[config.mk]
export PLATFORM = sky130hd
export DESIGN_NAME = irq_status_agg
export DESIGN_NICKNAME = d
export VERILOG_FILES = /design/src/rtl/irqagg_pkg.sv /design/src/rtl/irqagg_rst_sync.sv /design/src/rtl/irqagg_field.sv /design/src/rtl/irqagg_summary.sv /design/src/rtl/irq_status_agg.sv
export SDC_FILE = /design/constraint.sdc
export NUM_CORES = 1
export LEC_CHECK = 0
export BUFFER_PORTS_ARGS = -buffer_cell sky130_fd_sc_hd__buf_2
export CORE_MARGIN = 10
export CORE_UTILIZATION = 52
export CTS_CLUSTER_DIAMETER = 60
export CTS_CLUSTER_SIZE = 40
export DETAILED_ROUTE_END_ITERATION = 16
export PLACE_DENSITY = 0.79
export SETUP_SLACK_MARGIN = 0.15
export SYNTH_ARGS = -nofsm -noshare
export SYNTH_HDL_FRONTEND = slang
export SYNTH_SLANG_ARGS = --single-unit
[constraint.sdc]
create_clock -name clk -period 2.8 [get_ports clk]
set_clock_uncertainty 0.1 [all_clocks]
set_input_delay 0.28 -clock clk [delete_from_list [all_inputs] [get_ports clk]]
set_output_delay 0.28 -clock clk [all_outputs]
set_load 0.005 [all_outputs]
[src/rtl/irqagg_pkg.sv]
package irqagg_pkg;

  localparam int unsigned DW   = 16;
  localparam int unsigned NREG = 4;
  localparam int unsigned AW   = $clog2(NREG);

  typedef enum logic [AW-1:0] {
    RA_CTRL = 2'd0,
    RA_MASK = 2'd1,
    RA_EXTA = 2'd2,
    RA_EXTB = 2'd3
  } reg_addr_e;

  localparam int unsigned FLAG_BIT = 7;
  localparam int unsigned GIE_BIT  = 6;
  localparam int unsigned UREQ_BIT = 7;
  localparam int unsigned UACK_BIT = 6;

  localparam logic [DW-1:0] CTRL_RST  = 16'h0004;
  localparam logic [DW-1:0] CTRL_W1C  = 16'h5F00;
  localparam logic [DW-1:0] EXTA_W1C  = 16'h026A;
  localparam logic [DW-1:0] EXTA_PAIR = 16'h0115;
  localparam logic [DW-1:0] EXTB_W1C  = 16'h0A90;
  localparam logic [DW-1:0] EXTB_PAIR = 16'h0500;
  localparam logic [DW-1:0] ALL_ONES  = {DW{1'b1}};
  localparam logic [DW-1:0] CTRL_KEEP = ~(DW'(1) << FLAG_BIT);

  // per-word tables, index = word address
  localparam logic [NREG-1:0][DW-1:0] RST_TAB  = {16'h0000, 16'h0000, 16'h0000, CTRL_RST};
  localparam logic [NREG-1:0][DW-1:0] W1C_TAB  = {EXTB_W1C, EXTA_W1C, 16'h0000, CTRL_W1C};
  localparam logic [NREG-1:0][DW-1:0] KEEP_TAB = {ALL_ONES, ALL_ONES, ALL_ONES, CTRL_KEEP};

endpackage

[src/rtl/irqagg_rst_sync.sv]
module irqagg_rst_sync #(
  parameter int unsigned STAGES = 2
) (
  input  logic clk,
  input  logic rst_n_i,
  output logic rst_n_o
);
  logic [STAGES-1:0] sync_q;

  always_ff @(posedge clk or negedge rst_n_i) begin
    if (!rst_n_i) sync_q <= '0;
    else          sync_q <= {sync_q[STAGES-2:0], 1'b1};
  end

  assign rst_n_o = sync_q[STAGES-1];
endmodule

[src/rtl/irqagg_field.sv]
// Next-state of one status word: clear-on-one bits, plain bits, event set.
module irqagg_field #(
  parameter int unsigned   WIDTH     = 16,
  parameter logic [WIDTH-1:0] W1C_MASK  = '0,
  parameter logic [WIDTH-1:0] KEEP_MASK = '1
) (
  input  logic [WIDTH-1:0] cur,
  input  logic             wr_hit,
  input  logic [WIDTH-1:0] wdata,
  input  logic [WIDTH-1:0] evt,
  output logic [WIDTH-1:0] nxt
);
  logic [WIDTH-1:0] after_wr;

  always_comb begin
    if (wr_hit) after_wr = (wdata & ~W1C_MASK) | (cur & W1C_MASK & ~wdata);
    else        after_wr = cur;
    // events only reach clear-on-one bits and override a same-cycle clear
    nxt = (after_wr | (evt & W1C_MASK)) & KEEP_MASK;
  end
endmodule

[src/rtl/irqagg_summary.sv]
module irqagg_summary
  import irqagg_pkg::*;
(
  input  logic [DW-1:0] ctrl,
  input  logic [DW-1:0] mask,
  input  logic [DW-1:0] exta,
  input  logic [DW-1:0] extb,
  output logic          summary
);
  logic ctrl_hit, exta_hit, extb_hit;

  always_comb begin
    ctrl_hit = |(ctrl & ~mask & CTRL_W1C);
    exta_hit = (|((exta >> 1) & ~exta & EXTA_PAIR)) | exta[UACK_BIT];
    extb_hit = |((extb >> 1) & extb & EXTB_PAIR);
    summary  = ctrl_hit | exta_hit | extb_hit;
  end
endmodule

[src/rtl/irq_status_agg.sv]
module irq_status_agg
  import irqagg_pkg::*;
(
  input  logic          clk,
  input  logic          rst_n,
  input  logic          wr_en,
  input  logic [AW-1:0] addr,
  input  logic [DW-1:0] wr_data,
  input  logic [DW-1:0] ev_ctrl,
  input  logic [DW-1:0] ev_exta,
  input  logic [DW-1:0] ev_extb,
  output logic [DW-1:0] rd_data,
  output logic          irq_o
);
  logic                      rst_sync_n;
  logic [NREG-1:0][DW-1:0]   reg_q, fld_nxt, reg_d, evt_arr;
  logic                      flag_q, flag_d, upd;

  irqagg_rst_sync #(.STAGES(2)) u_rst (
    .clk(clk), .rst_n_i(rst_n), .rst_n_o(rst_sync_n)
  );

  always_comb begin
    evt_arr          = '0;
    evt_arr[RA_CTRL] = ev_ctrl;
    evt_arr[RA_EXTA] = ev_exta;
    evt_arr[RA_EXTB] = ev_extb;
  end

  for (genvar i = 0; i < NREG; i++) begin : g_word
    irqagg_field #(
      .WIDTH(DW), .W1C_MASK(W1C_TAB[i]), .KEEP_MASK(KEEP_TAB[i])
    ) u_fld (
      .cur(reg_q[i]),
      .wr_hit(wr_en && (addr == AW'(i))),
      .wdata(wr_data),
      .evt(evt_arr[i]),
      .nxt(fld_nxt[i])
    );
  end

  // software interrupt: a request under global enable becomes an acknowledge
  always_comb begin
    reg_d = fld_nxt;
    if (fld_nxt[RA_EXTA][UREQ_BIT] && fld_nxt[RA_CTRL][GIE_BIT]) begin
      reg_d[RA_EXTA][UREQ_BIT] = 1'b0;
      reg_d[RA_EXTA][UACK_BIT] = 1'b1;
    end
  end

  irqagg_summary u_sum (
    .ctrl(reg_d[RA_CTRL]), .mask(reg_d[RA_MASK]),
    .exta(reg_d[RA_EXTA]), .extb(reg_d[RA_EXTB]),
    .summary(flag_d)
  );

  assign upd = wr_en | (|ev_ctrl) | (|ev_exta) | (|ev_extb);

  always_ff @(posedge clk or negedge rst_sync_n) begin
    if (!rst_sync_n) begin
      reg_q  <= RST_TAB;
      flag_q <= 1'b0;
    end else if (upd) begin
      reg_q  <= reg_d;
      flag_q <= flag_d;
    end
  end

  always_comb begin
    rd_data = reg_q[addr];
    if (addr == RA_CTRL) rd_data[FLAG_BIT] = flag_q;
  end

  assign irq_o = flag_q & reg_q[RA_CTRL][GIE_BIT];
endmodule

Word-level counts from Yosys, hierarchy flattened

Index checks and enable logic that the tools add are counted.
W data, S select, Z words.

Bits in registers: 66
Output and inout bits: 17

Magnitude comparators: 1
Equal/unequal tests: 3
Multiplexer cells: 8
Reductions and logical operators: 12
Bitwise logic cells: 22

Operator list:

| operator             | number |
|---|---|
| $mux W16             | 5 |
| $or A16 B16 Y16      | 3 |
| $reduce_or A16 Y1    | 3 |
| $bmux W16 S2         | 1 |
| $and A10 B16 Y16     | 1 |
| $and A12 B16 Y16     | 1 |
| $and A15 B16 Y16     | 1 |
| $not A16 Y16         | 1 |
| $or A16 B10 Y16      | 1 |
| $or A16 B12 Y16      | 1 |
| $or A16 B15 Y16      | 1 |
| $and A15 B15 Y15     | 1 |
| $not A15 Y15         | 1 |
| $and A11 B11 Y11     | 1 |
| $and A9 B9 Y9        | 1 |
| $not A9 Y9           | 1 |
| $or A1 B1 Y1         | 6 |
| $reduce_or A6 Y1     | 1 |
| $logic_and A1 B1 Y1  | 5 |
| $eq A2 B2 Y1 const B | 2 |
| $reduce_or A4 Y1     | 1 |
| $lt A2 B3 Y1 const B | 1 |
| $eq A2 B1 Y1 const B | 1 |
| $logic_not A2 Y1     | 1 |
| other kinds (4)      | 4 |

Depth between registers and ports, before layout

Depth after elaboration: 13
Mapped depth: 7

By module

A second synthesis with hierarchy kept.

Cells, all modules: 292
Area total of the unflattened synthesis: 4052.6 um^2

Modules (own cells, without submodules):

| module                          | seq. area each (um^2) | instances | area each (um^2) | cells an instance |
|---|---|---|---|---|
| irq_status_agg                  | 1627.8                | 1         | 2964.1           | 184 |
| irqagg_field at g_word[1].u_fld | 0.0                   | 1         | 249.0            | 18 |
| irqagg_field at g_word[3].u_fld | 0.0                   | 1         | 234.0            | 22 |
| irqagg_field at g_word[2].u_fld | 0.0                   | 1         | 230.2            | 23 |
| irqagg_field at g_word[0].u_fld | 0.0                   | 1         | 226.5            | 25 |
| irqagg_summary                  | 0.0                   | 1         | 95.1             | 17 |
| irqagg_rst_sync                 | 50.0                  | 1         | 53.8             | 3 |

Least setup slack after synthesis

OpenSTA, ideal clock, no wires.

Kind: input to register
Start: input addr[1]
End: register flag_q
Setup time: 0.130 ns
Cell stages on the path: 5
Arrival time: 1.603 ns
Data required time: 2.570 ns
Path slack: 0.967 ns
Buffers on the path: 0
Cell sequence: nor3b_2 -> mux2_4 -> a221o_1 -> nor4_2 -> a31oi_1

Word-level cells in the longest chain between the ends: 10

Ends and longest elaborated chain:

| element                | line                 | text |
|---|---|---|
| start: declaration     | irq_status_agg.sv:7  | `input logic [AW-1:0] addr,` |
| $eq A2 B2 Y1           | irq_status_agg.sv:35 | `.wr_hit(wr_en && (addr == AW'(i))),` |
| $logic_and A1 B1 Y1    | irq_status_agg.sv:35 |  |
| $mux W16               | irqagg_field.sv:16   | `if (wr_hit) after_wr = (wdata & ~W1C_MASK) \| (cur & W1C_MASK & ~wdata);` |
| $or A16 B10 Y16        | irqagg_field.sv:19   | `nxt = (after_wr \| (evt & W1C_MASK)) & KEEP_MASK;` |
| $not A9 Y9             | irqagg_summary.sv:14 | `exta_hit = (\|((exta >> 1) & ~exta & EXTA_PAIR)) \| exta[UACK_BIT];` |
| $and A9 B9 Y9          | irqagg_summary.sv:14 |  |
| $reduce_or A4 Y1       | irqagg_summary.sv:14 |  |
| $or A1 B1 Y1           | irqagg_summary.sv:14 |  |
| $or A1 B1 Y1           | irqagg_summary.sv:16 | `summary = ctrl_hit \| exta_hit \| extb_hit;` |
| $or A1 B1 Y1 (*)       | irqagg_summary.sv:16 |  |
| end signal: assignment | irq_status_agg.sv:65 | `flag_q <= flag_d;` |
| end: declaration       | irq_status_agg.sv:17 | `logic flag_q, flag_d, upd;` |

Every way passes the cells marked *; elsewhere a longest branch is shown, timed or not.
A chain may end at the register's enable or synchronous reset.

Final worst setup path

Start: input addr[1]
End: output rd_data[11]

Word-level cells in the longest chain between the ends: 2

Ends and longest elaborated chain:

| element                        | line                 | text |
|---|---|---|
| $bmux W16 S2                   | irq_status_agg.sv:70 | `rd_data = reg_q[addr];` |
| $mux W16 (implied by the code) | irq_status_agg.sv:70 |  |
| end: declaration               | irq_status_agg.sv:12 | `output logic [DW-1:0] rd_data,` |

Every way passes these cells. The select of a mux whose other input is x is not followed.

==> flow_summary.ini <==
[run_status]
outcome = finished clean

[global_routing]
track_usage_pct = 17.2
grt_pass1_vias = 2764
grt_max_degree = 38
antenna_found_initial = 0
grt_remaining_overflow = 0
grt_pass1_wl_um = 13600

[worst_hold_path]
min_path_cells = 2
hold_class = input pin to flip-flop
min-delay-start = ev_extb[4]
whs_endpoint = reg_q[52]$_DFFE_PN0P_

[cts]
cts.path.max_buffers = 2
cts_tree = done
h-tree-depth = 3
numCtsBuffers = 9
cts_setup_buffers = 0
clockRootBuffer = clkbuf_8
clk_latency_ps = 340
clock_sinks = 66
path_clk_slew_ps = 70

[worst_setup_path]
slowest_stage = mux4_2
slowest_delay_ps = 500
worst-r2r-cell-count = 4
worstReg2RegStart = reg_q[6]$_DFFE_PN0P_
cp.arrival_ps = 1740
worstPathCellList = buf_2 -> buf_4 -> buf_4 -> mux4_2 -> buf_2
startpoint_type = input pin
path_class = input pin to output pin
critPathMaxFanout = 19
r2r_end = flag_q$_DFFE_PN0P_
crit_family = buffers and inverters
cp.required_ps = 2420
endpoint_kind = output pin
r2r_setup_slack_ps = 1180
cp_num_buf_inv = 4

[drt]
via_count = 2472
first_iter_violations = 126
ant_nets = 0
wirelength_um = 8270
wl_per_cell_um = 19.7
drcViolationCount = 0
drt-pass1-iter-count = 4
via_per_inst = 5.90

[power_and_ir_drop]
leakagePower_uw = 0.00172
p_sw_uw = 628
p_clk_share_pct = 30.0
power_uw = 2330
switching_share_pct = 27.0
comb_power_share_pct = 19.4
peakVddDrop_mv = 0.353
p_seq_share_pct = 50.6
p_int_uw = 1700
powerDensity_nw_per_um2 = 587

[yosys]
synth-simple-area-share_pct = 14.1
synth_xor_area_share_pct = 0
synth_compound_area_share_pct = 7.11
syn-num-nets = 314
ys_seq_area_share_pct = 50.8
ys_warn_count = 0
synthMuxAreaShare_pct = 25.7
syn_inst = 245
syn_area_sq_um = 3260
synth_top_family_by_area = multiplexers
yosys.area_share.adder_pct = 0
syn_avg_cell_area_sq_um = 13.3
ys_seq_elements = 66
synth_cell_types = 39

[layout]
post-route-util_pct = 66.2
fillCellCount = 462
syn_to_final_growth_pct = 21.8
multi_input_area_sq_um = 1530
regArea_sq_um = 1650
layout_common_cells = buf_2 (85), dfrtp_1 (64), mux2_2 (39), nand2_1 (29), mux4_2 (16)
layout_commonest_cell = buf_2
final_cell_area_sq_um = 3960
fin_nets = 408
layout-drive-gt1-share_pct = 50.6
n_antenna_cell = 0

[die]
num_rows = 28
pin_count = 86
chipWidth_um = 99.1
die_h_um = 99.1
design.core.area_sq_um = 5990
start_util_pct = 54.3
die-area_sq_um = 9830

[placed_design]
dp_slack_ps = 547
dpl_cell_area_sq_um = 3780
dp_hpwl_um = 6450
io_buffers = 85
routabilityCongestion = 0.868

[sta]
worst_slack_ps = 681
worst_slew_pin_slew_ps = 658
period_share_pct = 75.7
slew_headroom_pct = 56.2
fin_setup_tns_ps = 0
finalCriticalPeriod_ps = 2120
fmax_mhz = 472
setup_viol = 0
final_hold_viol_count = 0
drv_slew = 0
rsz0062_at_grt = no

[job]
cap_violations = 0
-- worst reg2reg max path, stage by stage (launching register included) --
cell     delay (ps)
dfrtp_1         390
mux2_4          300
a221o_1         360
nor4_2          250
a31oi_1         110
-- Yosys cell counts, drive strengths merged --
master,instances,share of area [%]
dfrtp,65,50
mux2,42,15
nand2,29,3.3
mux4,16,11
a21o,13,3.0
nor4,13,2.9
buf,11,2.0
nand4,6,1.2
nor2,6,0.69
nand2b,5,0.96
nand4b,4,1.1
nor2b,4,0.77
a31o,3,0.81
nand3,3,0.46
nand3b,3,1.5
a21oi,2,0.31
a31oi,2,0.38
o2111a,2,0.69
o21ai,2,0.31
a221o,1,0.31
a22oi,1,0.23
a2bb2oi,1,0.27
a41o,1,0.31
and2,1,0.19
and3b,1,0.27
conb,1,0.12
dfstp,1,0.81
inv,1,0.12
nand4bb,1,0.35
nor3,1,0.15
nor3b,1,0.38
o21bai,1,0.23
o22a,1,0.27
-- layer usage --
layer | track usage, % | share of wire, % | vias to the layer above | wire length, um
met2 | 27.0 | 47 | 115 | 3930
met3 | 4.50 | 8.2 | 21 | 676
li1 | - | - | 1117 | -
met5 | 0 | 0 | - | 0
met4 | 9.48 | 2.8 | 0 | 234
met1 | 21.0 | 41 | 1219 | 3430
-- cells by family (layout without fill, tap and decap cells) --
kind of cell,count (synthesis),in the layout
AND/OR/NAND/NOR,78,78
flip-flops,66,66
multiplexers,58,58
AO/OA/AOI/OAI,30,30
buffers and inverters,12,111
other,1,1
-- worst max path at each step --
stage                                       to  cells past startpoint  slack, ps                 startpoint
floorplan           asynchronous set/reset pin                      0        730  u_rst.sync_q[1]$_DFF_PN0_
global placement            flag_q$_DFFE_PN0P_                      6        600                    addr[0]
detailed placement          flag_q$_DFFE_PN0P_                      6        550                    addr[1]
CTS                                rd_data[11]                      5        670                    addr[1]
global route                        rd_data[9]                      5        600                    addr[1]
finish                             rd_data[11]                      5        680                    addr[1]
-- final cells by class --
| type | instances | share of cell area [%] |
|---|---|---|
| Sequential cell | 66 | 41.7 |
| Clock buffer | 11 | 3.57 |
| Timing Repair Buffer | 94 | 12.8 |
| Tap cell | 75 | 2.37 |
| Multi-Input combinational cell | 167 | 38.7 |
| Clock inverter | 5 | 0.758 |
| Inverter | 1 | 0.0947 |
-- power groups by stage --
| stage | combinational (uW) | sequential [uW] | clock (uW) |
|---|---|---|---|
| 2_1_floorplan | 283 | 1160 | 0 |
| 3_3_place_gp | 443 | 1190 | 0 |
| 3_5_place_dp | 457 | 1200 | 0 |
| 4_1_cts | 459 | 1180 | 709 |
| 5_1_grt | 497 | 1200 | 747 |
| 6_report | 452 | 1180 | 697 |
-- stage by stage --
stage,cells,hold slack (ps)
final,419,33.7
after CTS,419,26.6
after global placement,402,-35.5
after detailed placement,402,-32.3
after global routing,419,37.5
after floorplan,245,-116
-- what timing repair did --
item | in CTS | in global routing
endpoints found under the hold margin | 2 | 0
hold buffers | 1 | 0
gates resized for setup | 0 | 0
(Power assumes the default switching activity.)
